<file path="config.mk">
export PLATFORM = sky130hd
export DESIGN_NAME = pio_dual_port
export DESIGN_NICKNAME = d
export VERILOG_FILES = /design/src/rtl/pio_pkg.sv /design/src/rtl/pio_sync.sv /design/src/rtl/pio_port.sv /design/src/rtl/pio_decode.sv /design/src/rtl/pio_dual_port.sv
export SDC_FILE = /design/constraint.sdc
export NUM_CORES = 1
export LEC_CHECK = 0
export BUFFER_PORTS_ARGS = -buffer_cell sky130_fd_sc_hd__buf_2
export CAP_MARGIN = 25
export CORE_MARGIN = 3
export CORE_UTILIZATION = 45
export DETAILED_ROUTE_END_ITERATION = 16
export GPL_ROUTABILITY_DRIVEN = 0
export PLACE_DENSITY = 0.73
export SYNTH_ARGS = -nofsm -noshare
export SYNTH_HDL_FRONTEND = slang
export SYNTH_SLANG_ARGS = --single-unit
</file>
<file path="constraint.sdc">
create_clock -name clk -period 2.2 [get_ports clk]
set_clock_uncertainty 0.1 [all_clocks]
set_input_delay 0.33 -clock clk [delete_from_list [all_inputs] [get_ports clk]]
set_output_delay 0.33 -clock clk [all_outputs]
set_load 0.1 [all_outputs]
</file>
<file path="src/rtl/pio_pkg.sv">
package pio_pkg;
  // Register offsets; port B's pair is hidden in address mode
  localparam int unsigned OFS_A_DAT = 0;
  localparam int unsigned OFS_A_DIR = 1;
  localparam int unsigned OFS_B_DAT = 4;
  localparam int unsigned OFS_B_DIR = 5;

  typedef enum logic [2:0] {
    SEL_NONE,
    SEL_A_DAT,
    SEL_A_DIR,
    SEL_B_DAT,
    SEL_B_DIR
  } rd_sel_e;
endpackage

</file>
<file path="src/rtl/pio_sync.sv">
module pio_sync #(
  parameter int W      = 8,
  parameter int STAGES = 2
) (
  input  logic         clk,
  input  logic         rst,
  input  logic [W-1:0] d,
  output logic [W-1:0] q
);
  logic [W-1:0] chain [STAGES];

  always_ff @(posedge clk) begin
    if (rst) begin
      for (int k = 0; k < STAGES; k++) chain[k] <= '0;
    end else begin
      chain[0] <= d;
      for (int k = 1; k < STAGES; k++) chain[k] <= chain[k-1];
    end
  end

  assign q = chain[STAGES-1];
endmodule

</file>
<file path="src/rtl/pio_port.sv">
module pio_port #(
  parameter int W           = 8,
  parameter int SYNC_STAGES = 2
) (
  input  logic         clk,
  input  logic         rst,
  input  logic [W-1:0] wdata,
  input  logic         wr_dat,
  input  logic         wr_dir,
  input  logic [W-1:0] pin_in,
  input  logic [W-1:0] alt_sel,
  input  logic [W-1:0] alt_oe,
  input  logic [W-1:0] alt_out,
  output logic [W-1:0] dir_q,
  output logic [W-1:0] rd_dat,
  output logic [W-1:0] pin_out,
  output logic [W-1:0] pin_oe
);
  logic [W-1:0] dat_q;
  logic [W-1:0] pin_s;
  logic [W-1:0] nxt_out;
  logic [W-1:0] nxt_oe;

  // Latch is deliberately outside the reset domain
  always_ff @(posedge clk) begin
    if (wr_dat) dat_q <= wdata;
  end

  always_ff @(posedge clk) begin
    if (rst)         dir_q <= '0;
    else if (wr_dir) dir_q <= wdata;
  end

  pio_sync #(.W(W), .STAGES(SYNC_STAGES)) u_sync (
    .clk (clk),
    .rst (rst),
    .d   (pin_in),
    .q   (pin_s)
  );

  for (genvar i = 0; i < W; i++) begin : g_bit
    assign rd_dat[i]  = dir_q[i] ? dat_q[i] : pin_s[i];
    assign nxt_oe[i]  = alt_sel[i] ? alt_oe[i]  : dir_q[i];
    assign nxt_out[i] = alt_sel[i] ? alt_out[i] : (dir_q[i] & dat_q[i]);
  end

  always_ff @(posedge clk) begin
    if (rst) begin
      pin_oe  <= '0;
      pin_out <= '0;
    end else begin
      pin_oe  <= nxt_oe;
      pin_out <= nxt_out;
    end
  end
endmodule

</file>
<file path="src/rtl/pio_decode.sv">
module pio_decode #(
  parameter int AW = 3
) (
  input  logic            rst,
  input  logic [AW-1:0]   addr,
  input  logic            wr,
  input  logic            exp_mode,
  output logic            wr_a_dat,
  output logic            wr_a_dir,
  output logic            wr_b_dat,
  output logic            wr_b_dir,
  output pio_pkg::rd_sel_e sel
);
  import pio_pkg::*;
  localparam logic [AW-1:0] A_DAT = AW'(OFS_A_DAT);
  localparam logic [AW-1:0] A_DIR = AW'(OFS_A_DIR);
  localparam logic [AW-1:0] B_DAT = AW'(OFS_B_DAT);
  localparam logic [AW-1:0] B_DIR = AW'(OFS_B_DIR);

  always_comb begin
    case (addr)
      A_DAT:   sel = SEL_A_DAT;
      A_DIR:   sel = SEL_A_DIR;
      B_DAT:   sel = exp_mode ? SEL_NONE : SEL_B_DAT;
      B_DIR:   sel = exp_mode ? SEL_NONE : SEL_B_DIR;
      default: sel = SEL_NONE;
    endcase
  end

  logic wr_ok;
  assign wr_ok    = wr & ~rst;
  assign wr_a_dat = wr_ok && (sel == SEL_A_DAT);
  assign wr_a_dir = wr_ok && (sel == SEL_A_DIR);
  assign wr_b_dat = wr_ok && (sel == SEL_B_DAT);
  assign wr_b_dir = wr_ok && (sel == SEL_B_DIR);
endmodule

</file>
<file path="src/rtl/pio_dual_port.sv">
module pio_dual_port #(
  parameter int DATA_W      = 8,
  parameter int ADDR_W      = 3,
  parameter int SYNC_STAGES = 2
) (
  input  logic              clk,
  input  logic              rst,
  input  logic [ADDR_W-1:0] bus_addr,
  input  logic              bus_wr,
  input  logic [DATA_W-1:0] bus_wdata,
  output logic [DATA_W-1:0] bus_rdata,
  input  logic              exp_mode,
  input  logic [DATA_W-1:0] hi_addr,
  input  logic [DATA_W-1:0] pin_in_a,
  output logic [DATA_W-1:0] pin_out_a,
  output logic [DATA_W-1:0] pin_oe_a,
  input  logic [DATA_W-1:0] alt_sel_a,
  input  logic [DATA_W-1:0] alt_oe_a,
  input  logic [DATA_W-1:0] alt_out_a,
  input  logic [DATA_W-1:0] pin_in_b,
  output logic [DATA_W-1:0] pin_out_b,
  output logic [DATA_W-1:0] pin_oe_b,
  input  logic [DATA_W-1:0] alt_sel_b,
  input  logic [DATA_W-1:0] alt_oe_b,
  input  logic [DATA_W-1:0] alt_out_b
);
  import pio_pkg::*;

  logic wr_a_dat, wr_a_dir, wr_b_dat, wr_b_dir;
  rd_sel_e sel;
  logic [DATA_W-1:0] dir_a, dir_b, rd_a, rd_b;
  logic [DATA_W-1:0] b_sel, b_oe, b_out;
  logic [DATA_W-1:0] rd_nxt;

  pio_decode #(.AW(ADDR_W)) u_dec (
    .rst      (rst),
    .addr     (bus_addr),
    .wr       (bus_wr),
    .exp_mode (exp_mode),
    .wr_a_dat (wr_a_dat),
    .wr_a_dir (wr_a_dir),
    .wr_b_dat (wr_b_dat),
    .wr_b_dir (wr_b_dir),
    .sel      (sel)
  );

  pio_port #(.W(DATA_W), .SYNC_STAGES(SYNC_STAGES)) u_port_a (
    .clk     (clk),
    .rst     (rst),
    .wdata   (bus_wdata),
    .wr_dat  (wr_a_dat),
    .wr_dir  (wr_a_dir),
    .pin_in  (pin_in_a),
    .alt_sel (alt_sel_a),
    .alt_oe  (alt_oe_a),
    .alt_out (alt_out_a),
    .dir_q   (dir_a),
    .rd_dat  (rd_a),
    .pin_out (pin_out_a),
    .pin_oe  (pin_oe_a)
  );

  // Address mode overrides every port B pin with the high address byte
  assign b_sel = exp_mode ? {DATA_W{1'b1}} : alt_sel_b;
  assign b_oe  = exp_mode ? {DATA_W{1'b1}} : alt_oe_b;
  assign b_out = exp_mode ? hi_addr        : alt_out_b;

  pio_port #(.W(DATA_W), .SYNC_STAGES(SYNC_STAGES)) u_port_b (
    .clk     (clk),
    .rst     (rst),
    .wdata   (bus_wdata),
    .wr_dat  (wr_b_dat),
    .wr_dir  (wr_b_dir),
    .pin_in  (pin_in_b),
    .alt_sel (b_sel),
    .alt_oe  (b_oe),
    .alt_out (b_out),
    .dir_q   (dir_b),
    .rd_dat  (rd_b),
    .pin_out (pin_out_b),
    .pin_oe  (pin_oe_b)
  );

  always_comb begin
    case (sel)
      SEL_A_DAT: rd_nxt = rd_a;
      SEL_A_DIR: rd_nxt = dir_a;
      SEL_B_DAT: rd_nxt = rd_b;
      SEL_B_DIR: rd_nxt = dir_b;
      default:   rd_nxt = '0;
    endcase
  end

  always_ff @(posedge clk) begin
    if (rst) bus_rdata <= '0;
    else     bus_rdata <= rd_nxt;
  end
endmodule

</file>
==> results of run 1 <==
==> layer usage <==
layer | share of wire, % | global-route usage (%) | wire length, um | vias to the layer above
met5 | 0 | 0 | 0 | -
met2 | 49 | 29.3 | 4250 | 83
met1 | 44 | 22.5 | 3760 | 1351
met3 | 5.1 | 3.23 | 437 | 15
li1 | - | - | - | 1448
met4 | 1.9 | 8.09 | 164 | 0
==> placed cells by master (no fill, tap or decap) <==
cell type  instances
a211o_1            1
a211oi_1           8
a21o_1             8
a21oi_1           24
a22oi_1            8
and3b_1            1
buf_12             1
buf_2            126
buf_4              5
bufinv_16          2
clkbuf_8          12
clkinv_2           1
dfxtp_1           88
edfxtp_1          16
inv_6              1
mux2_2             8
mux2_4            16
mux2i_1            8
nand2_1           24
nand2b_2           1
nand2b_4           1
nand3b_1          16
nor2_1            17
nor2b_1           56
nor3b_1            8
nor4_2             1
nor4b_2            1
nor4bb_1           1
o21a_1             8
o21ai_0            8
or4b_1             1
==> worst max-delay path by stage <==
| stage | start | end | cells past startpoint |
|---|---|---|---|
| floorplan | bus_addr[0] | u_port_a.dat_q[0]$_DFFE_PP_ | 3 |
| global placement | rst | u_port_a.dir_q[1]$_SDFFE_PP0P_ | 4 |
| detailed placement | rst | u_port_a.dir_q[3]$_SDFFE_PP0P_ | 4 |
| CTS | u_port_a.pin_oe[6]$_SDFF_PP0_ | pin_oe_a[6] | 1 |
| global route | rst | u_port_a.dir_q[3]$_SDFFE_PP0P_ | 4 |
| finish | rst | u_port_a.dir_q[3]$_SDFFE_PP0P_ | 4 |
==> cells by family after synthesis <==
kind of cell    synth area share [%]
compound gates                  10.4
buf+inv                         2.52
flops                           57.2
mux                             10.5
simple gates                    19.3
==> area by class of cell <==
class                   count  area share [%]
flip-flops and latches    104            45.9
clock inverters             4            1.51
repair buffers            132            14.1
multi-input cells         225            32.4
clock buffers              12            3.38
well taps                 105            2.69
==> power by group through the flow <==
stage / Sequential (mW) / Clock [mW] / Combinational (mW)
after floorplan: 2.29 / 0 / 0.135
after global placement: 2.06 / 0 / 0.515
after detailed placement: 2.06 / 0 / 0.522
after CTS: 2.02 / 1.39 / 0.523
after global routing: 2.02 / 1.45 / 0.552
final: 2.02 / 1.35 / 0.520
==> worst reg2reg max path: cells and delay by family, from the launching register on <==
family / cells / cell delay (ns)
mux: 1 / 0.35
flops: 1 / 0.42
compound gates: 2 / 0.33
==> synth_stat cells, types with 11 or more instances <==
cell and instances:
a21oi_1 24, clkbuf_1 11, dfxtp_1 88, edfxtp_1 16, mux2_4 16, nand2_1 24, nand3b_1 16, nor2_1 17
nor2b_1 56
==> stage by stage <==
stage          cell area, sq um  hold WS (ns)  setup slack, ns  std cells  power, mW
5_1_grt                    4880        0.0722            0.580        582       4.03
6_report                   4880        0.0824            0.606        582       3.89
2_1_floorplan              3920         0.314            0.143        346       2.42
4_1_cts                    4880        0.0634            0.628        582       3.93
3_5_place_dp               4640         0.320            0.244        566       2.58
3_3_place_gp               4640         0.320            0.274        566       2.58
==> flow_summary.json, run 1 <==
{
  "clk_path_buf_depth": 2,
  "die_area_sq_um": 9860,
  "num_rows": 33,
  "die_x_um": 99.3,
  "core_sq_um": 8340,
  "p_seq_share_pct": 51.8,
  "rsz0062_at_grt": "false",
  "drc": 0,
  "clkTransAtPathRegs_ns": 0.09,
  "synth-edff-count": 16,
  "initial_core_util_pct": 47.0,
  "drv_cap": 0,
  "r2r_start": "u_port_b.dir_q[2]$_SDFFE_PP0P_",
  "critPathTopFamily": "simple AND/OR/NAND/NOR gates",
  "crit_type": "in -> reg",
  "wl_per_cell_um": 14.8,
  "worstHoldPathCells": 2,
  "syn_avg_cell_area_sq_um": 11.3,
  "setup_viol": 0,
  "drt-total-wl_um": 8620,
  "h-tree-depth": 3,
  "ir_worst_vdd_uv": 318,
  "numCtsBuffers": 9,
  "syn_inst": 346,
  "holdBufCountCts": 0,
  "cts_tree": "done",
  "first_pass_iters": 4,
  "arrival_ns": 1.74,
  "endpoint_kind": "flip-flop",
  "p_sw_share_pct": 25.9,
  "synth_warnings": 0,
  "via_per_inst": 4.98,
  "fmax_mhz": 627,
  "p_clk_share_pct": 34.8,
  "synthFlopType": "dfxtp_1",
  "final_core_util_pct": 58.6,
  "reg_top3": "u_port_a.u_sync.chain: 16 flops, u_port_b.u_sync.chain: 16 flops",
  "synth.top_cell.area_share_pct": 45.0,
  "worstMarginPinSlew_ns": 0.586,
  "cts_resized": 0,
  "reg2reg_depth": 3,
  "slew_violations": 0,
  "antenna_found_initial": 0,
  "outcome": "finished clean",
  "p_comb_share_pct": 13.4,
  "vias": 2897,
  "crit_required_ns": 2.35,
  "multi_input_area_sq_um": 1580,
  "numClockSinks": 104,
  "cp_max_fo": 8,
  "final_hold_viol_count": 0,
  "ys_seq_area_share_pct": 57.2,
  "syn-num-nets": 433,
  "p_leak_nw": 2.16,
  "p_switching_mw": 1.01,
  "yosys.area.top_type": "dfxtp_1",
  "area_growth_pct": 24.7,
  "timing.setup.tns_ns": 0,
  "grt_start_max_net_pins": 83,
  "cts_setup_buffers": 0,
  "cp-start-kind": "primary input",
  "powerDensity_nw_per_um2": 797,
  "grt.total_usage_pct": 17.7,
  "synth.area.top_cells": "dfxtp_1 45%, edfxtp_1 12%, nor2b_1 8.9%",
  "antenna_left": 0,
  "min_path_type": "in -> reg",
  "worstReg2RegEnd": "bus_rdata[2]$_SDFF_PP0_",
  "min_period_ns": 1.59,
  "synth_area_sq_um": 3920,
  "insertion_delay_ns": 0.35,
  "dpl.hpwl_um": 6080,
  "seqCellArea_sq_um": 2240,
  "fillCellCount": 725,
  "antenna_cells": 0,
  "critPathSlowestCell": "or4b_1",
  "die_h_um": 99.3,
  "ys_ff_latch": 104,
  "gr-total-overflow": 0,
  "intPower_mw": 2.88,
  "grt_pass1_vias": 2816,
  "r2r_slack_ns": 0.89,
  "slowest_delay_ns": 0.74,
  "worst_hold_startpoint": "pin_in_a[0]",
  "first_iter_violations": 88,
  "drive_gt1_share_pct": 36.9,
  "cts-root-buf": "clkbuf_8",
  "min_period_over_period_pct": 72.5,
  "maxSlewHeadroom_pct": 60.8,
  "holdPathEnd": "u_port_a.u_sync.chain[0][0]$_SDFF_PP0_",
  "crit_buf_inv": 1,
  "grt_pass1_wl_um": 13700,
  "synthArstFlopShare_pct": 0,
  "io_buffers": 126,
  "final_nets": 559,
  "crit_chain": "buf_2 -> nand2b_4 -> or4b_1 -> mux2_4",
  "ys_types": 28,
  "ios": 127
}
Note: power is estimated with default switching activity, not from simulation.
==> inputs of run 2 (changes only) <==
==> constraint.sdc (replaced) <==
create_clock -name clk -period 1.3 [get_ports clk]
set_clock_uncertainty 0.1 [all_clocks]
set_input_delay 0.195 -clock clk [delete_from_list [all_inputs] [get_ports clk]]
set_output_delay 0.195 -clock clk [all_outputs]
set_load 0.1 [all_outputs]
==> flow_summary.json, run 2 (synthesis results as in run 1) <==
{
  "cp-start-kind": "primary input",
  "initial_core_util_pct": 47.0,
  "seqCellArea_sq_um": 2240,
  "drc": 0,
  "p_comb_share_pct": 18.0,
  "arrival_ns": 1.42,
  "core_sq_um": 8340,
  "die_h_um": 99.3,
  "via_per_inst": 4.92,
  "critPathTopFamily": "simple AND/OR/NAND/NOR gates",
  "critPathSlowestCell": "or4b_1",
  "final_nets": 636,
  "grt_pass1_wl_um": 16400,
  "io_buffers": 126,
  "gr-total-overflow": 0,
  "cts-root-buf": "clkbuf_8",
  "outcome": "finished clean",
  "final_core_util_pct": 74.5,
  "drt-total-wl_um": 10100,
  "grt_pass1_vias": 3420,
  "h-tree-depth": 3,
  "timing.final.ws_setup_ns": 0.0330,
  "first_iter_violations": 98,
  "antenna_cells": 0,
  "crit_type": "in -> reg",
  "totalPowerFinal_mw": 6.81,
  "post-place-ws_ns": -0.347,
  "dpl.cell_count": 581,
  "clkTransAtPathRegs_ns": 0.09,
  "grt_start_max_net_pins": 46,
  "final_common_cell": "dfxtp_1",
  "grt.total_usage_pct": 20.9,
  "ios": 127,
  "final_hold_viol_count": 0,
  "vias": 3242,
  "p_leak_nw": 2.62,
  "numCtsBuffers": 9,
  "p_seq_share_pct": 50.6,
  "setup_viol": 0,
  "worstMarginPinSlew_ns": 0.467,
  "min_period_ns": 1.27,
  "min_path_type": "in -> reg",
  "cts_tree": "done",
  "maxSlewHeadroom_pct": 68.8,
  "reg_top3": "u_port_a.u_sync.chain: 16 flops, u_port_b.u_sync.chain: 16 flops",
  "numClockSinks": 104,
  "fillCellCount": 547,
  "crit_buf_inv": 2,
  "multi_input_area_sq_um": 1610,
  "antenna_left": 0,
  "slowest_delay_ns": 0.47,
  "area_growth_pct": 58.5,
  "intPower_mw": 5.01,
  "endpoint_kind": "flip-flop",
  "die_area_sq_um": 9860,
  "slew_violations": 0,
  "drv_cap": 0,
  "crit_required_ns": 1.45,
  "insertion_delay_ns": 0.36,
  "fmax_mhz": 789,
  "dpl.hpwl_um": 6860,
  "drive_gt1_share_pct": 34.7,
  "p_clk_share_pct": 31.4,
  "die_x_um": 99.3,
  "min_period_over_period_pct": 97.5,
  "rsz0062_at_grt": "false",
  "timing.setup.tns_ns": 0,
  "crit_chain": "buf_2 -> nand2b_4 -> or4b_1 -> buf_4 -> mux2_4",
  "p_sw_share_pct": 26.4,
  "powerDensity_nw_per_um2": 1100,
  "clk_path_buf_depth": 2,
  "final_cell_mix": "88 x dfxtp_1, 86 x buf_2, 62 x dlygate4sd3_1",
  "fin_cells": 659,
  "antenna_found_initial": 0,
  "num_rows": 33,
  "ir_worst_vdd_uv": 768,
  "p_switching_mw": 1.80,
  "wl_per_cell_um": 15.4,
  "cp_max_fo": 8,
  "first_pass_iters": 4
}
==> run 2: cell count changes in the layout (fill, tap and decap cells not counted), sizes merged <==
cell / before / now
dlygate4sd3: 0 / 62
buf: 132 / 147
bufinv: 2 / 1
clkbuf: 12 / 13
clkinv: 1 / 0
inv: 1 / 2
==> run 2: power by group through the flow <==
| stage | clock network [mW] | registers, mW | logic (mW) |
|---|---|---|---|
| 6_report | 2.14 | 3.45 | 1.22 |
| 3_5_place_dp | 0 | 3.52 | 1.07 |
| 2_1_floorplan | 0 | 3.87 | 0.236 |
| 3_3_place_gp | 0 | 3.52 | 1.05 |
| 4_1_cts | 2.19 | 3.45 | 1.22 |
| 5_1_grt | 2.32 | 3.46 | 1.29 |
==> run 2: worst register-to-register path, stage by stage, from the launching register on <==
cell and delay, ns:
dfxtp_1 0.41, mux2_2 0.36, a22oi_1 0.15, a21oi_1 0.10
==> run 2: repair_timing <==
item | in CTS | in global routing
buffers inserted | 0 | 0
gates resized for setup | 0 | 1
hold buffers | 62 | 0
hold endpoints to repair | 62 | 0
setup endpoints to repair | 0 | 1
==> run 2: stage by stage <==
| step | hold slack (ns) | instance area (sq um) |
|---|---|---|
| 6_report | 0.00808 | 6210 |
| 5_1_grt | 0.0146 | 6210 |
| 4_1_cts | 0.00155 | 6210 |
| 3_5_place_dp | 0.307 | 5370 |
| 3_3_place_gp | 0.305 | 5370 |
| 2_1_floorplan | 0.194 | 3950 |
==> run 2: area by class of cell <==
cell class	instances	area share (%)
well taps	105	2.12
flip-flops and latches	104	36.1
repair buffers	209	32.4
clock buffers	13	2.74
clock inverters	3	0.725
multi-input cells	225	26.0
==> run 2: layer usage <==
layer  vias up  share of wire, %  global-route usage, %
li1       1604                 -                      -
met1      1533                41                   25.3
met2        98                53                   38.0
met3         7               5.5                   4.42
met4         0              0.72                   4.83
met5         -                 0                      0
==> run 2: worst paths after layout <==
check	start	depth (start not counted)	slack [ns]	endpoint
worst max-delay path	rst	5	0.03	u_port_a.dir_q[0]$_SDFFE_PP0P_
worst min-delay path	alt_oe_a[5]	3	0.008	u_port_a.pin_oe[5]$_SDFF_PP0_
worst min register to register	u_port_b.u_sync.chain[0][2]$_SDFF_PP0_	1	0.33	u_port_b.u_sync.chain[0][10]$_SDFF_PP0_
worst max register to register	u_port_b.dir_q[5]$_SDFFE_PP0P_	3	0.06	bus_rdata[5]$_SDFF_PP0_
==> inputs of run 3 (changes only) <==
--- a/config.mk
+++ b/config.mk
@@ -5,13 +5,12 @@
 export SDC_FILE = /design/constraint.sdc
 export NUM_CORES = 1
 export LEC_CHECK = 0
-export BUFFER_PORTS_ARGS = -buffer_cell sky130_fd_sc_hd__buf_2
 export CAP_MARGIN = 25
 export CORE_MARGIN = 3
 export CORE_UTILIZATION = 45
 export DETAILED_ROUTE_END_ITERATION = 16
+export DONT_BUFFER_PORTS = 1
 export GPL_ROUTABILITY_DRIVEN = 0
-export PLACE_DENSITY = 0.73
 export SYNTH_ARGS = -nofsm -noshare
 export SYNTH_HDL_FRONTEND = slang
 export SYNTH_SLANG_ARGS = --single-unit
==> constraint.sdc (replaced) <==
create_clock -name clk -period 1.3 [get_ports clk]
set_clock_uncertainty 0.1 [all_clocks]
set_input_delay 0.195 -clock clk [delete_from_list [all_inputs] [get_ports clk]]
set_output_delay 0.195 -clock clk [all_outputs]
set_load 0.01 [all_outputs]
==> flow_summary.json, run 3 (synthesis results as in run 1) <==
{
  "p_switching_mw": 1.29,
  "io_buffers": 0,
  "drv_cap": 0,
  "clkTransAtPathRegs_ns": 0.09,
  "grt.total_usage_pct": 19.7,
  "ios": 127,
  "p_sw_share_pct": 22.2,
  "p_leak_nw": 2.09,
  "via_per_inst": 5.13,
  "cts_setup_buffers": 0,
  "reg_top3": "u_port_a.u_sync.chain: 16 flops, u_port_b.u_sync.chain: 16 flops",
  "maxSlewHeadroom_pct": 49.1,
  "endpoint_kind": "flip-flop",
  "num_rows": 33,
  "grt_pass1_vias": 2973,
  "insertion_delay_ns": 0.35,
  "crit_required_ns": 1.45,
  "crit_type": "in -> reg",
  "worstHoldPathCells": 3,
  "min_period_over_period_pct": 94.4,
  "cts-root-buf": "clkbuf_8",
  "p_comb_share_pct": 8.9,
  "area_growth_pct": 34.8,
  "final_cell_mix": "97 x dlygate4sd3_1, 86 x dfxtp_1, 56 x nor2b_1",
  "ir_worst_vdd_uv": 507,
  "h-tree-depth": 3,
  "r2r_start": "u_port_b.dir_q[1]$_SDFFE_PP0P_",
  "numCtsBuffers": 9,
  "worstMarginPinSlew_ns": 0.764,
  "drc": 0,
  "drive_gt1_share_pct": 13.6,
  "p_clk_share_pct": 31.6,
  "cts_tree": "done",
  "min_period_ns": 1.23,
  "powerDensity_nw_per_um2": 1100,
  "dpl.cell_count": 447,
  "numClockSinks": 104,
  "die_x_um": 99.3,
  "final_nets": 539,
  "fmax_mhz": 815,
  "arrival_ns": 1.37,
  "initial_core_util_pct": 47.0,
  "grt_start_max_net_pins": 43,
  "r2r_slack_ns": 0.08,
  "p_seq_share_pct": 59.4,
  "antenna_left": 0,
  "vias": 2886,
  "die_h_um": 99.3,
  "die_area_sq_um": 9860,
  "holdPathEnd": "u_port_b.pin_out[5]$_SDFF_PP0_",
  "totalPowerFinal_mw": 5.80,
  "final_common_cell": "dlygate4sd3_1",
  "rsz0062_at_grt": "false",
  "first_iter_violations": 85,
  "final_hold_viol_count": 0,
  "reg2reg_depth": 3,
  "fin_cells": 563,
  "drt-total-wl_um": 9570,
  "slew_violations": 0,
  "wl_per_cell_um": 17.0,
  "outcome": "finished clean",
  "gr-total-overflow": 0,
  "core_sq_um": 8340,
  "cp-start-kind": "primary input",
  "worstReg2RegEnd": "bus_rdata[1]$_SDFF_PP0_",
  "dpl.hpwl_um": 5530,
  "setup_viol": 0,
  "grt_pass1_wl_um": 15100,
  "min_path_type": "in -> reg",
  "worst_hold_startpoint": "alt_sel_b[5]",
  "first_pass_iters": 4,
  "cp_max_fo": 33,
  "antenna_found_initial": 1,
  "intPower_mw": 4.51,
  "clk_path_buf_depth": 2
}
-- run 3: changes by cell type in the layout (fill, tap and decap cells not counted), sizes merged --
cell          change
dlymetal6s4s      +1
diode             +1
inv               -2
dlygate4sd3      +35
buf             -133
bufinv            -1
clkinv            +3
-- run 3: cell type report --
cell class                      instances  area [sq um]
Tap cell                              105           131
Clock buffer                           13           160
Multi-Input combinational cell        225          1620
Antenna cell                            1          2.50
Fill cell                             669          3060
Sequential cell                       104          2250
Clock inverter                          3          15.0
Timing Repair Buffer                  112          1100
-- run 3: how the worst max path moves through the flow --
stage,to,from,cells past startpoint,slack (ns)
after floorplan,u_port_a.dir_q[0]$_SDFFE_PP0P_,rst,4,-0.17
after global placement,u_port_a.dir_q[5]$_SDFFE_PP0P_,rst,4,-0.21
after detailed placement,u_port_a.dir_q[1]$_SDFFE_PP0P_,rst,4,-0.24
after CTS,u_port_b.pin_oe[6]$_SDFF_PP0_,exp_mode,3,0.003
after global routing,bus_rdata[0]$_SDFF_PP0_,u_port_b.dir_q[0]$_SDFFE_PP0P_,3,0.04
final,u_port_a.dir_q[4]$_SDFFE_PP0P_,rst,3,0.07
-- run 3: power by group through the flow --
stage | Combinational [mW] | Clock (mW) | Sequential [mW]
final | 0.518 | 1.83 | 3.45
after global routing | 0.564 | 1.98 | 3.46
after CTS | 0.497 | 1.91 | 3.45
after detailed placement | 0.212 | 0 | 3.52
after global placement | 0.208 | 0 | 3.52
after floorplan | 0.236 | 0 | 3.51
-- run 3: metrics by stage --
| step | hold WS (ns) | setup TNS [ns] | util [%] | instance area [sq um] | setup WS, ns |
|---|---|---|---|---|---|
| CTS | 0.00266 | 0 | 62.6 | 5230 | 0.00284 |
| floorplan | 0.194 | -4.50 | - | 3950 | -0.170 |
| global placement | 0.173 | -2.28 | 48.9 | 4080 | -0.212 |
| global route | 0.00789 | 0 | 63.3 | 5280 | 0.0383 |
| finish | 0.0241 | 0 | 63.3 | 5280 | 0.0725 |
| detailed placement | 0.174 | -2.54 | 48.9 | 4080 | -0.236 |
-- run 3: layer usage --
metal	track usage, %	wire length, um
met2	33.2	4820
met4	8.30	139
met1	24.2	4050
met5	0	0
met3	4.70	561
-- run 3: timing repair --
| action | 4_1_cts | 5_1_grt |
|---|---|---|
| hold buffers | 96 | 7 |
| resized for setup | 0 | 8 |
| endpoints found under the hold margin | 96 | 4 |
| endpoints found under the setup margin | 0 | 17 |
-- run 3: worst max-delay path: stages --
cell and delay, ns:
dlygate4sd3_1 0.81, nor2b_1 0.10, mux2_4 0.27
